--- src/rtl/susp_pkg.sv ---
package susp_pkg;
    typedef enum logic [1:0] {
        PH_AWAKE = 2'b00,
        PH_ENTER = 2'b01,
        PH_SUSP  = 2'b10,
        PH_WAKE  = 2'b11
    } phase_t;
endpackage

--- src/rtl/susp_in_cond.sv ---
// Request conditioning: two-flop synchronizer plus optional level filter.
module susp_in_cond #(
    parameter bit FILT_EN  = 1'b1,
    parameter int FILT_LEN = 8
) (
    input  logic clk,
    input  logic rst_n,
    input  logic req_i,
    output logic lvl_o
);
    localparam int CW = (FILT_LEN < 2) ? 1 : $clog2(FILT_LEN + 1);
    localparam logic [CW-1:0] CNT_LAST = CW'(FILT_LEN - 1);

    typedef struct packed {
        logic          s1;
        logic          s2;
        logic          lvl;
        logic [CW-1:0] cnt;
    } cond_t;

    cond_t st_d, st_q;

    always_comb begin
        st_d    = st_q;
        st_d.s1 = req_i;
        st_d.s2 = st_q.s1;
        if (st_q.s2 != st_q.lvl) begin
            if (st_q.cnt == CNT_LAST) begin
                st_d.lvl = st_q.s2;
                st_d.cnt = '0;
            end else begin
                st_d.cnt = st_q.cnt + 1'b1;
            end
        end else begin
            st_d.cnt = '0;
        end
    end

    always_ff @(posedge clk or negedge rst_n) begin
        if (!rst_n) st_q <= '0;
        else        st_q <= st_d;
    end

    generate
        if (FILT_EN) begin : g_filt
            assign lvl_o = st_q.lvl;
        end else begin : g_raw
            assign lvl_o = st_q.s2;
        end
    endgenerate


    filt_hold_chk: assert property (@(posedge clk) disable iff (!rst_n)
        (st_q.lvl != $past(st_q.lvl)) |-> ($past(st_q.s2) == st_q.lvl));
endmodule

--- src/rtl/susp_seq.sv ---
// Phase sequencer: staged entry and staged release.
module susp_seq
    import susp_pkg::*;
#(
    parameter int STEP_GAP  = 4,
    parameter int WAKE_DLY  = 16,
    parameter int SHORT_REL = 1,
    parameter int LONG_REL  = 512
) (
    input  logic   clk,
    input  logic   rst_n,
    input  logic   lvl_i,
    input  logic   lock_long_i,
    input  logic   hold_long_i,
    output logic   awake_o,
    output logic   wr_lock_o,
    output logic   out_hold_o,
    output logic   in_en_o,
    output phase_t phase_o
);
    localparam int SMAX = (STEP_GAP > WAKE_DLY) ? STEP_GAP : WAKE_DLY;
    localparam int SW   = $clog2(SMAX + 1);
    localparam int RW   = $clog2(LONG_REL + 1);
    localparam logic [SW-1:0] STEP_LAST  = SW'(STEP_GAP - 1);
    localparam logic [SW-1:0] WAKE_LAST  = SW'(WAKE_DLY - 1);
    localparam logic [RW-1:0] SHORT_LAST = RW'(SHORT_REL - 1);
    localparam logic [RW-1:0] LONG_LAST  = RW'(LONG_REL - 1);

    typedef struct packed {
        phase_t        phase;
        logic [SW-1:0] cnt;
        logic [RW-1:0] lk_cnt;
        logic [RW-1:0] hd_cnt;
        logic          lk_long;
        logic          hd_long;
        logic          awake;
        logic          lock;
        logic          hold;
        logic          in_en;
    } seq_t;

    seq_t st_d, st_q;
    logic [RW-1:0] lk_last, hd_last;

    always_comb begin
        st_d    = st_q;
        lk_last = st_q.lk_long ? LONG_LAST : SHORT_LAST;
        hd_last = st_q.hd_long ? LONG_LAST : SHORT_LAST;
        case (st_q.phase)
            PH_AWAKE: begin
                if (lvl_i) begin
                    st_d.phase = PH_ENTER;
                    st_d.awake = 1'b0;
                    st_d.lock  = 1'b1;
                    st_d.cnt   = '0;
                end
            end
            PH_ENTER: begin
                if (st_q.cnt == STEP_LAST) begin
                    st_d.cnt = '0;
                    if (!st_q.hold) begin
                        st_d.hold = 1'b1;
                    end else begin
                        st_d.in_en = 1'b0;
                        st_d.phase = PH_SUSP;
                    end
                end else begin
                    st_d.cnt = st_q.cnt + 1'b1;
                end
            end
            PH_SUSP: begin
                if (!lvl_i) begin
                    st_d.phase   = PH_WAKE;
                    st_d.in_en   = 1'b1;
                    st_d.cnt     = '0;
                    st_d.lk_cnt  = '0;
                    st_d.hd_cnt  = '0;
                    st_d.lk_long = lock_long_i;
                    st_d.hd_long = hold_long_i;
                end
            end
            default: begin
                if (lvl_i) begin
                    st_d.phase = PH_SUSP;
                    st_d.awake = 1'b0;
                    st_d.lock  = 1'b1;
                    st_d.hold  = 1'b1;
                    st_d.in_en = 1'b0;
                end else if (!st_q.awake) begin
                    if (st_q.cnt == WAKE_LAST) st_d.awake = 1'b1;
                    else                       st_d.cnt   = st_q.cnt + 1'b1;
                end else begin
                    if (st_q.lock) begin
                        if (st_q.lk_cnt == lk_last) st_d.lock   = 1'b0;
                        else                        st_d.lk_cnt = st_q.lk_cnt + 1'b1;
                    end
                    if (st_q.hold) begin
                        if (st_q.hd_cnt == hd_last) st_d.hold   = 1'b0;
                        else                        st_d.hd_cnt = st_q.hd_cnt + 1'b1;
                    end
                    if (!st_d.lock && !st_d.hold) st_d.phase = PH_AWAKE;
                end
            end
        endcase
    end

    always_ff @(posedge clk or negedge rst_n) begin
        if (!rst_n) begin
            st_q       <= '0;
            st_q.phase <= PH_AWAKE;
            st_q.awake <= 1'b1;
            st_q.in_en <= 1'b1;
        end else begin
            st_q <= st_d;
        end
    end

    assign awake_o    = st_q.awake;
    assign wr_lock_o  = st_q.lock;
    assign out_hold_o = st_q.hold;
    assign in_en_o    = st_q.in_en;
    assign phase_o    = st_q.phase;


    in_off_protected_chk: assert property (@(posedge clk) disable iff (!rst_n)
        !in_en_o |-> (wr_lock_o && out_hold_o));

    awake_needs_inputs_chk: assert property (@(posedge clk) disable iff (!rst_n)
        awake_o |-> in_en_o);

    awake_phase_clean_chk: assert property (@(posedge clk) disable iff (!rst_n)
        (phase_o == PH_AWAKE) |-> (awake_o && !wr_lock_o && !out_hold_o && in_en_o));

    sleep_locks_chk: assert property (@(posedge clk) disable iff (!rst_n)
        $fell(awake_o) |-> wr_lock_o);

    susp_inputs_off_chk: assert property (@(posedge clk) disable iff (!rst_n)
        (phase_o == PH_SUSP) |-> !in_en_o);
endmodule

--- src/rtl/susp_wake_seq.sv ---
module susp_wake_seq
    import susp_pkg::*;
#(
    parameter bit FILT_EN   = 1'b1,
    parameter int FILT_LEN  = 8,
    parameter int STEP_GAP  = 4,
    parameter int WAKE_DLY  = 16,
    parameter int SHORT_REL = 1,
    parameter int LONG_REL  = 512
) (
    input  logic       clk,
    input  logic       rst_n,
    input  logic       susp_req_i,
    input  logic       lock_long_i,
    input  logic       hold_long_i,
    output logic       awake_o,
    output logic       wr_lock_o,
    output logic       out_hold_o,
    output logic       in_en_o,
    output logic [1:0] phase_o
);
    logic   lvl;
    phase_t ph;

    susp_in_cond #(.FILT_EN(FILT_EN), .FILT_LEN(FILT_LEN)) cond_i (
        .clk(clk), .rst_n(rst_n), .req_i(susp_req_i), .lvl_o(lvl)
    );

    susp_seq #(.STEP_GAP(STEP_GAP), .WAKE_DLY(WAKE_DLY),
               .SHORT_REL(SHORT_REL), .LONG_REL(LONG_REL)) seq_i (
        .clk(clk), .rst_n(rst_n), .lvl_i(lvl),
        .lock_long_i(lock_long_i), .hold_long_i(hold_long_i),
        .awake_o(awake_o), .wr_lock_o(wr_lock_o), .out_hold_o(out_hold_o),
        .in_en_o(in_en_o), .phase_o(ph)
    );

    assign phase_o = ph;
endmodule

--- config.mk ---
export PLATFORM = sky130hd
export DESIGN_NAME = susp_wake_seq
export DESIGN_NICKNAME = d
export VERILOG_FILES = /design/src/rtl/susp_pkg.sv /design/src/rtl/susp_in_cond.sv /design/src/rtl/susp_seq.sv /design/src/rtl/susp_wake_seq.sv
export SDC_FILE = /design/constraint.sdc
export NUM_CORES = 1
export LEC_CHECK = 0
export BUFFER_PORTS_ARGS = -buffer_cell sky130_fd_sc_hd__buf_2
export CAP_MARGIN = 40
export CORE_ASPECT_RATIO = 1.75
export CORE_UTILIZATION = 40
export DETAILED_ROUTE_END_ITERATION = 8
export PLACE_DENSITY = 0.66
export SYNTH_ARGS = -nofsm -noshare
export SYNTH_HDL_FRONTEND = slang
export SYNTH_HIERARCHICAL = 1
export SYNTH_SLANG_ARGS = --single-unit
--- constraint.sdc ---
create_clock -name clk -period 2.8 [get_ports clk]
set_input_delay 0.28 -clock clk [delete_from_list [all_inputs] [get_ports clk]]
set_output_delay 0.28 -clock clk [all_outputs]
set_load 0.1 [all_outputs]
# After elaboration in Yosys (flattened, before gate mapping)

Index checks and enable logic that the tools add are counted.

Bits in registers: 40
Input bits: 5
Output and inout port bits: 6
Word-level logic and storage cells: 110

Add/subtract/negate cells: 4
Equal/unequal tests: 17
Mux-type cells: 44
Bitwise operators: 5
Reduce and logical (&&, ||, !) cells: 26

Operator list:

| cell                  | number |
|---|---|
| $mux 10               | 4 |
| $pmux 20 s2           | 1 |
| $mux 29               | 1 |
| $mux 25               | 1 |
| $pmux 7 s3            | 1 |
| $add 10x1->10 const B | 2 |
| $eq 10x10->1          | 2 |
| $mux 20               | 1 |
| $reduce_and 5->1      | 4 |
| $mux 9                | 2 |
| $mux 2                | 8 |
| $mux 1                | 15 |
| $mux 5                | 3 |
| $mux 4                | 2 |
| $ne 2x2->1 const B    | 4 |
| $ne 4x4->1 const B    | 2 |
| $reduce_bool 2->1     | 4 |
| $reduce_bool 4->1     | 2 |
| $mux 7                | 1 |
| $reduce_and 2->1      | 3 |
| $reduce_and 3->1      | 2 |
| $reduce_and 6->1      | 1 |
| $reduce_bool 3->1     | 2 |
| $reduce_or 2->1       | 3 |
| 19 further kinds      | 25 |

# Depth between registers and ports, before layout

Gate-level depths: netlist (run 1).

Depth in word-level cells: 13
Gate-level depth with buffers: 8

# By module

Netlist (run 1), hierarchy kept.

By module, submodules not included:

| module       | times used | cells each | area an instance (µm²) |
|---|---|---|---|
| susp_seq     | 1          | 224        | 2059.5 |
| susp_in_cond | 1          | 19         | 285.3 |

# Worst setup path before layout (run 1)

No wires, ideal clock.

Path kind: reg-to-reg
From: register seq_i.st_q (netlist bit seq_i/phase_o[0])
To: register seq_i/st_q[9] (netlist bit)
Arrival: 2084 ps
Data required time: 2673 ps
Slack: 588 ps
Cell stages (with the launch flop): 8
Buffers on the path: 0
Cells stage by stage: dfrtp_1 > inv_1 > ha_1 > nor3_2 > o211ai_1 > nor4_2 > nand2_1 > mux2_1

Word-level cells in the longest chain between the ends: 4
Elaborated cells between the ends (all ways): 10
Classes of those cells: 3 x eq/ne; 1 x mux; 1 x bitwise; 5 x reduce/logical

Ends and longest elaborated chain:

| element                                              | RTL line        | RTL |
|---|---|---|
| from (decl)                                          | susp_seq.sv:42  | `seq_t st_d, st_q;` |
| from (signal assigned)                               | susp_seq.sv:114 | `st_q <= st_d;` |
| $eq 2x1->1 / $logic_not 2->1 (equally long branches) | susp_seq.sv:49  | `case (st_q.phase)` |
| $reduce_or 2->1 (no line)                            | n/a             |  |
| $not 1->1 (no line)                                  | n/a             |  |
| $reduce_and 5->1 (no line)                           | n/a             |  |

Several ways; a longest one is shown, not always the timed one.
A chain may end at the register's enable or synchronous reset.

# Worst setup path in the final report (run 1)

From: register seq_i.st_q (netlist bit seq_i/phase_o[1])
To: register seq_i/st_q[23] (netlist bit)

The elaborated chain is that of the path after synthesis.

==> results of run 1 <==
[cell type report]
cell class | instances | area (um2)
Fill cell | 545 | 2910
Multi-Input combinational cell | 181 | 1250
Sequential cell | 40 | 1000
Timing Repair Buffer | 16 | 110
Tap cell | 76 | 95.1
Clock inverter | 3 | 90.1
Clock buffer | 5 | 68.8
Inverter | 15 | 56.3
[path summary, 6_finish.rpt]
kind                       cells past startpoint              to  slack, ps              from
min reg2reg                                    0  cond_i/st_q[5]        360    cond_i/st_d[5]
max reg2reg                                    8  seq_i/st_q[23]        530  seq_i/phase_o[1]
min in group asynchronous                      2  seq_i/st_q[23]        420             rst_n
max in group asynchronous                      3   seq_i/in_en_o       1840             rst_n
max                                            8  seq_i/st_q[23]        530  seq_i/phase_o[1]
min                                            1  cond_i/st_d[5]         80        susp_req_i
[critical path: stages, from the launching register on]
cell and delay [ps]:
dfrtp_1 460, inv_1 110, ha_1 280, nor3_2 230, buf_4 170, o21a_1 160, nand3_1 210, or4_1 520
nand2_1 80
[cells in the final DEF, fill, tap and decap left out, types with 2 or more instances in the layout]
cell / netlist / routed
a21o_1: 5 / 5
a21oi_1: 14 / 14
and2_1: 2 / 2
and3_1: 4 / 4
and4_1: 3 / 3
buf_2: 1 / 10
buf_4: 2 / 4
bufinv_16: 0 / 3
clkbuf_8: 0 / 5
dfrtp_1: 38 / 38
dfstp_2: 2 / 2
ha_1: 9 / 9
inv_1: 15 / 15
mux2_1: 2 / 2
mux2_2: 2 / 2
mux2i_1: 3 / 3
nand2_1: 15 / 15
nand2b_1: 5 / 5
nand3_1: 12 / 12
nand4_1: 4 / 4
nor2_1: 24 / 24
nor2b_1: 3 / 3
nor3_1: 7 / 7
nor3_2: 2 / 2
nor4_1: 4 / 4
o211ai_1: 3 / 3
o21a_1: 3 / 3
o21ai_0: 9 / 9
o21ai_1: 3 / 3
o31ai_1: 5 / 5
or3_1: 3 / 3
or4_4: 2 / 2
xnor2_1: 6 / 6
[logic make-up after synthesis]
group / count (synthesis) / synth area share [%]
and+or+nand+nor: 102 / 25.6
AOI/OAI and AO/OA: 55 / 16.5
DFF: 40 / 42.8
buffers and inverters: 22 / 3.89
adders and majority gates: 9 / 4.80
muxes: 8 / 3.84
xor gates and xnor gates: 7 / 2.61
[stage by stage]
stage,hold WS (ps),utilization (%),area (um2),power (W)
after floorplan,-15.6,-,2340,0.00175
after global placement,336,44.5,2480,0.00198
after detailed placement,221,44.8,2500,0.00201
after CTS,75.9,47.9,2670,0.00269
after global routing,60.1,47.9,2670,0.00285
final,79.2,47.9,2670,0.00268
[metal layers]
metal / vias up / global-route usage (%) / part of all wire [%]
li1: 910 / - / -
met5: - / 0 / 0
met1: 937 / 20.9 / 39
met3: 21 / 3.61 / 2.7
met2: 43 / 33.3 / 54
met4: 0 / 13.6 / 4.8
[registers in the layout, indices dropped and copies added, names as in the netlist]
register and count:
seq_i/out_hold_o 1, seq_i/phase_o 2, seq_i/wr_lock_o 1, seq_i/awake_o 1
cond_i/st_d 1, cond_i/lvl_o 1, seq_i/st_q 27, seq_i/in_en_o 1
cond_i/st_q 5
[power groups by stage]
stage               combinational (W)  clock (W)  sequential (W)
finish                        0.00122   0.000666        0.000791
global route                  0.00134   0.000708        0.000808
CTS                           0.00121   0.000681        0.000791
detailed placement            0.00121          0        0.000801
global placement              0.00119          0        0.000797
floorplan                    0.000899          0        0.000856
[timing repair]
action | 4_1_cts | 5_1_grt
resized for setup | 0 | 0
hold buffers | 1 | 0
endpoints found under the hold margin | 15 | 0
==> run metrics, run 1 <==
Worst Slack Setup Final ~530 ps; area share of the largest cell type after synthesis ~40%; Avg Inst Size Synth roughly 9.6 um2; Synth Instances around 240; Top FF cell, synth dfrtp_1; HP Class in2reg; die width approximately 60 um; global-route wire length before repair approximately 8900 um; vias 1,911; CTS H-tree depth 2; final worst-path cycle share 81.2%; Layout area overhead 14.0%; CP endpoint kind flop; layout cell share with drive strength beyond 1 between 15 and 20%; fin. max-slew vios 0; setup TNS 0 ps; vias in the first global route around 1,900; Routed Antenna Nets 0; most frequent cells after synthesis dfrtp_1 (38), nor2_1 (24), inv_1 (15), nand2_1 (15), a21oi_1 (14); CTS clk-pin slew, worst paths roughly 80 ps; EDFF count, synth 0; combinational power share a little under half; switching pwr 0.00114 W; Area contributors post-synth dfrtp_1 (41%), ha_1 (4.8%), nor2_1 (3.8%); CTS tree done; root buf cell clkbuf_8; Leak approximately 1.1 nW; die area 0.00618 mm2; PwrDens about 1000 mW/mm2; All-Layer GR Usage just under 20%; Hold Violations, Final 0; port buffer count 10; GRT overflow 0; outcome complete, no violations; GP Congestion around 0.96; worst endpoint required time around 3000 ps; setup bufs post-CTS 0; worst slack, placed roughly 570 ps; final setup vio count 0; Yosys warning count 6; Max Cap Violations 0; DRC viols 0; clock sink count 40; Clk pwr share 24.9%; clock buffer depth 2; routed wire length 5150 um; nets roughly 270; initial antenna violation count 0; Worst-Margin Slew between 600 and 700 ps; Distinct cells, synth 59; Final Skew 4.85 ps; max frequency approximately 0.44 GHz; switch share about 43%; num rows 36; Slew headroom ~60%; Finished Layout Cells between 300 and 400; synthesized area between 0.002 and 0.0025 mm2; Vias/cell 5.69; total CTS buffers 5; RSZ-0062 raised after global routing no; pin count of the biggest net entering global routing 26; sequential area share after synthesis between 40% and 50%; syn_nets 257; Die Height between 100 and 150 um; CP Max Fanout 7; post-synth top area cell dfrtp_1; core area around 0.0056 mm2; Int Pwr 0.00154 W; number of antenna diodes 0; post-DP HPWL about 3800 um; critical path launch point type flop; FF+latch count, synth 40; Initial Util a little over two fifths; io pins 11; Worst Setup Path Type reg2reg; Routed WL per cell about 15 um; count leader, synth dfrtp_1; placed cell count 327; drt initial violations 66; crit path DAT roughly 2500 ps; Max IR drop VDD a little over 0.7 mV; Reg power frac between 20% and 30%; DR pass1 iterations 4; fin crit period approximately 2300 ps; asr flop ratio synth 100%; clk_lat worst skew 300 ps
(Power assumes the default switching activity.)
==> run 2: changes to the inputs <==
--- a/config.mk
+++ b/config.mk
@@ -5,6 +5,7 @@
 export SDC_FILE = /design/constraint.sdc
 export NUM_CORES = 1
 export LEC_CHECK = 0
+export ABC_AREA = 1
 export BUFFER_PORTS_ARGS = -buffer_cell sky130_fd_sc_hd__buf_2
 export CAP_MARGIN = 40
 export CORE_ASPECT_RATIO = 1.75
==> constraint.sdc (replaced) <==
create_clock -name clk -period 2.2 [get_ports clk]
set_input_delay 0.22 -clock clk [delete_from_list [all_inputs] [get_ports clk]]
set_output_delay 0.22 -clock clk [all_outputs]
set_load 0.1 [all_outputs]
==> run metrics, run 2 <==
Worst Hold Slack 37.1 ps (was 79.2 ps); combinational power share 31.4% (was 45.6%); Avg Inst Size Synth 7.75 um2 (was 9.65 um2); worst path bufs/invs 0 (was 2); most frequent cells after synthesis nand2_1 (75), nor2_1 (44), dfrtp_1 (38) (was dfrtp_1 (38), nor2_1 (24), inv_1 (15), nand2_1 (15), a21oi_1 (14)); max reg flops 27 (unchanged); layout cell share with drive strength beyond 1 12.7% (was 16.2%); vias 1,945 (was 1,911); PwrDens 779 mW/mm2 (was 1000 mW/mm2); cells along the critical path ha_1 > nand2_1 > nor2_1 > ha_1 > o21ai_0 > nand2_1 > or2_0 > o21ai_0 (was inv_1 > ha_1 > nor3_2 > buf_4 > o21a_1 > nand3_1 > or4_1 > nand2_1); CP endpoint kind flop (unchanged); placed cell count 393 (was 327); Largest delay share family, worst path simple AND/OR/NAND/NOR gates (unchanged); die width 60.6 um (was 59.9 um); post-DP HPWL 3450 um (was 3820 um); DR pass1 iterations 6 (was 4); number of antenna diodes 0 (unchanged); All-Layer GR Usage 16.8% (was 19.4%); setup bufs post-CTS 0 (unchanged); GP Congestion 0.934 (was 0.962); DRC viols 2 (was 0); Slew headroom 67.0% (was 58.4%); crit path DAT 2080 ps (was 2520 ps); count leader, synth nand2_1 (was dfrtp_1); Reg power frac 44.1% (was 29.6%); CTS H-tree depth 2 (unchanged); max frequency 0.533 GHz (was 0.440 GHz); clock sink count 40 (unchanged); post-synth top area cell dfrtp_1 (unchanged); initial antenna violation count 0 (unchanged); vias in the first global route 1,992 (was 1,905); Finished Layout Cells 402 (was 336); final worst-path cycle share 85.2% (was 81.2%); Max Cap Violations 0 (unchanged); Top FF cell, synth dfrtp_1 (unchanged); HP Class in2reg (unchanged); CTS clk-pin slew, worst paths 80 ps (about the same); Clk pwr share 24.5% (was 24.9%); Yosys warning count 6 (unchanged); Area contributors post-synth dfrtp_1 (40%), nand2_1 (12%), nor2_1 (6.9%) (was dfrtp_1 (41%), ha_1 (4.8%), nor2_1 (3.8%)); nets 337 (was 273); FF+latch count, synth 40 (unchanged); die area 0.00633 mm2 (was 0.00618 mm2); Leak 1.28 nW (was 1.12 nW); Max IR drop VDD 0.462 mV (was 0.716 mV); syn_nets 324 (was 257); port buffer count 10 (unchanged); EDFF count, synth 0 (unchanged); FF/Latch Area 0.00100 mm2 (unchanged); io pins 11 (unchanged); Layout area overhead 9.64% (was 14.0%); switching pwr 0.000796 W (was 0.00114 W); footprint of the multi-input gates 0.00121 mm2 (was 0.00125 mm2); Worst-Margin Slew 498 ps (was 623 ps); global-route wire length before repair 8220 um (was 8870 um); synthesized area 0.00240 mm2 (was 0.00234 mm2); switch share 38.8% (was 42.5%); Routed Antenna Nets 0 (unchanged); Int Pwr 0.00126 W (was 0.00154 W); critical path launch point type flop (unchanged); outcome finished with violations (was complete, no violations); Initial Util 41.2% (was 42.0%); Hold Violations, Final 0 (unchanged); routed wire length 4610 um (was 5150 um); Vias/cell 4.84 (was 5.69); most frequent cells in the layout nand2_1 (75), nor2_1 (44), dfrtp_1 (38), inv_1 (35), nand3_1 (22) (was dfrtp_1 (38), nor2_1 (24), inv_1 (15), nand2_1 (15), a21oi_1 (14)); CP Max Fanout 8 (was 7); commonest non-fill, non-tap cell in the layout nand2_1 (was dfrtp_1); final setup vio count 0 (unchanged); area share of the largest cell type after synthesis 39.6% (was 40.6%); Die Height 104 um (was 103 um); failing checks design-rule violations; Worst path max stage delay 420 ps (was 520 ps); num rows 37 (was 36); GRT overflow 0 (unchanged); Distinct cells, synth 34 (was 59); clock buffer depth 2 (unchanged); Final Skew 3.47 ps (was 4.85 ps); CP max-delay cell dfrtp_1 (was or4_1); setup TNS 0 ps (unchanged); pin count of the biggest net entering global routing 30 (was 26); fin crit period 1870 ps (was 2270 ps); Routed WL per cell 11.5 um (was 15.3 um); Worst Setup Path Type reg2reg (unchanged); asr flop ratio synth 100% (unchanged); RSZ-0062 raised after global routing no (unchanged); root buf cell clkbuf_8 (unchanged); total CTS buffers 5 (unchanged); sequential area share after synthesis 41.8% (was 42.8%); clk_lat worst skew 290 ps (was 300 ps); largest register by flop count seq_i/st_q (unchanged); core area 0.00583 mm2 (was 0.00559 mm2); drt initial violations 86 (was 66); Synth Instances 310 (was 243); fin. max-slew vios 0 (unchanged); number of fill cells in the layout 608 (was 545); CTS tree done (unchanged); Core Util, Final 45.1% (was 47.9%); worst endpoint required time 2410 ps (was 3050 ps)
==> run 2: cell families after synthesis <==
family	share of synthesized area, %
mux	0.469
simple gates	29.7
xor+xnor	5.47
compound gates	9.95
flops	41.8
fa+ha+maj	4.69
buf+inv	7.97
==> run 2: power groups by stage <==
| stage | registers (W) | clock network, W | logic (W) |
|---|---|---|---|
| 2_1_floorplan | 0.000947 | 0 | 0.000480 |
| 3_3_place_gp | 0.000915 | 0 | 0.000632 |
| 3_5_place_dp | 0.000918 | 0 | 0.000648 |
| 4_1_cts | 0.000904 | 0.000530 | 0.000650 |
| 5_1_grt | 0.000920 | 0.000548 | 0.000735 |
| 6_report | 0.000903 | 0.000503 | 0.000645 |
==> run 2: path summary, 6_finish.rpt <==
kind	cells past startpoint	endpoint	slack, ps	startpoint
max	8	seq_i/st_q[30]	330	seq_i/st_q[26]
max in group asynchronous	3	seq_i/st_q[9]	1410	rst_n
max reg2reg	8	seq_i/st_q[30]	330	seq_i/st_q[26]
min in group asynchronous	2	seq_i/st_q[19]	350	rst_n
min reg2reg	0	cond_i/st_q[5]	360	cond_i/st_d[5]
min	1	cond_i/st_d[5]	40	susp_req_i
==> run 2: final cells by class <==
class	count	area share [%]
clock buffer	6	3.14
clock inverter	2	0.380
inverter	36	5.13
multi-input combinational	226	45.9
sequential	40	38.1
tap	78	3.71
timing repair buffer	14	3.61
==> run 2: stage by stage <==
stage          cell area [um2]  setup slack (ps)  power (W)
3_3_place_gp              2510               340    0.00155
2_1_floorplan             2400               401    0.00143
3_5_place_dp              2530               247    0.00157
5_1_grt                   2630               131    0.00220
4_1_cts                   2630               245    0.00208
6_report                  2630               325    0.00205
==> run 2: metal layers <==
metal,vias up,wire [um],global-route usage (%)
met2,26,2500,28.3
met1,898,1870,19.8
li1,1009,-,-
met3,12,119,2.74
met4,0,119,8.12
met5,-,0,0
==> run 2: what timing repair did <==
action                                  in CTS  in global routing
gates resized for setup                      0                  1
endpoints found under the setup margin       0                  1
hold buffers                                 1                  0
hold endpoints to repair                     9                  0
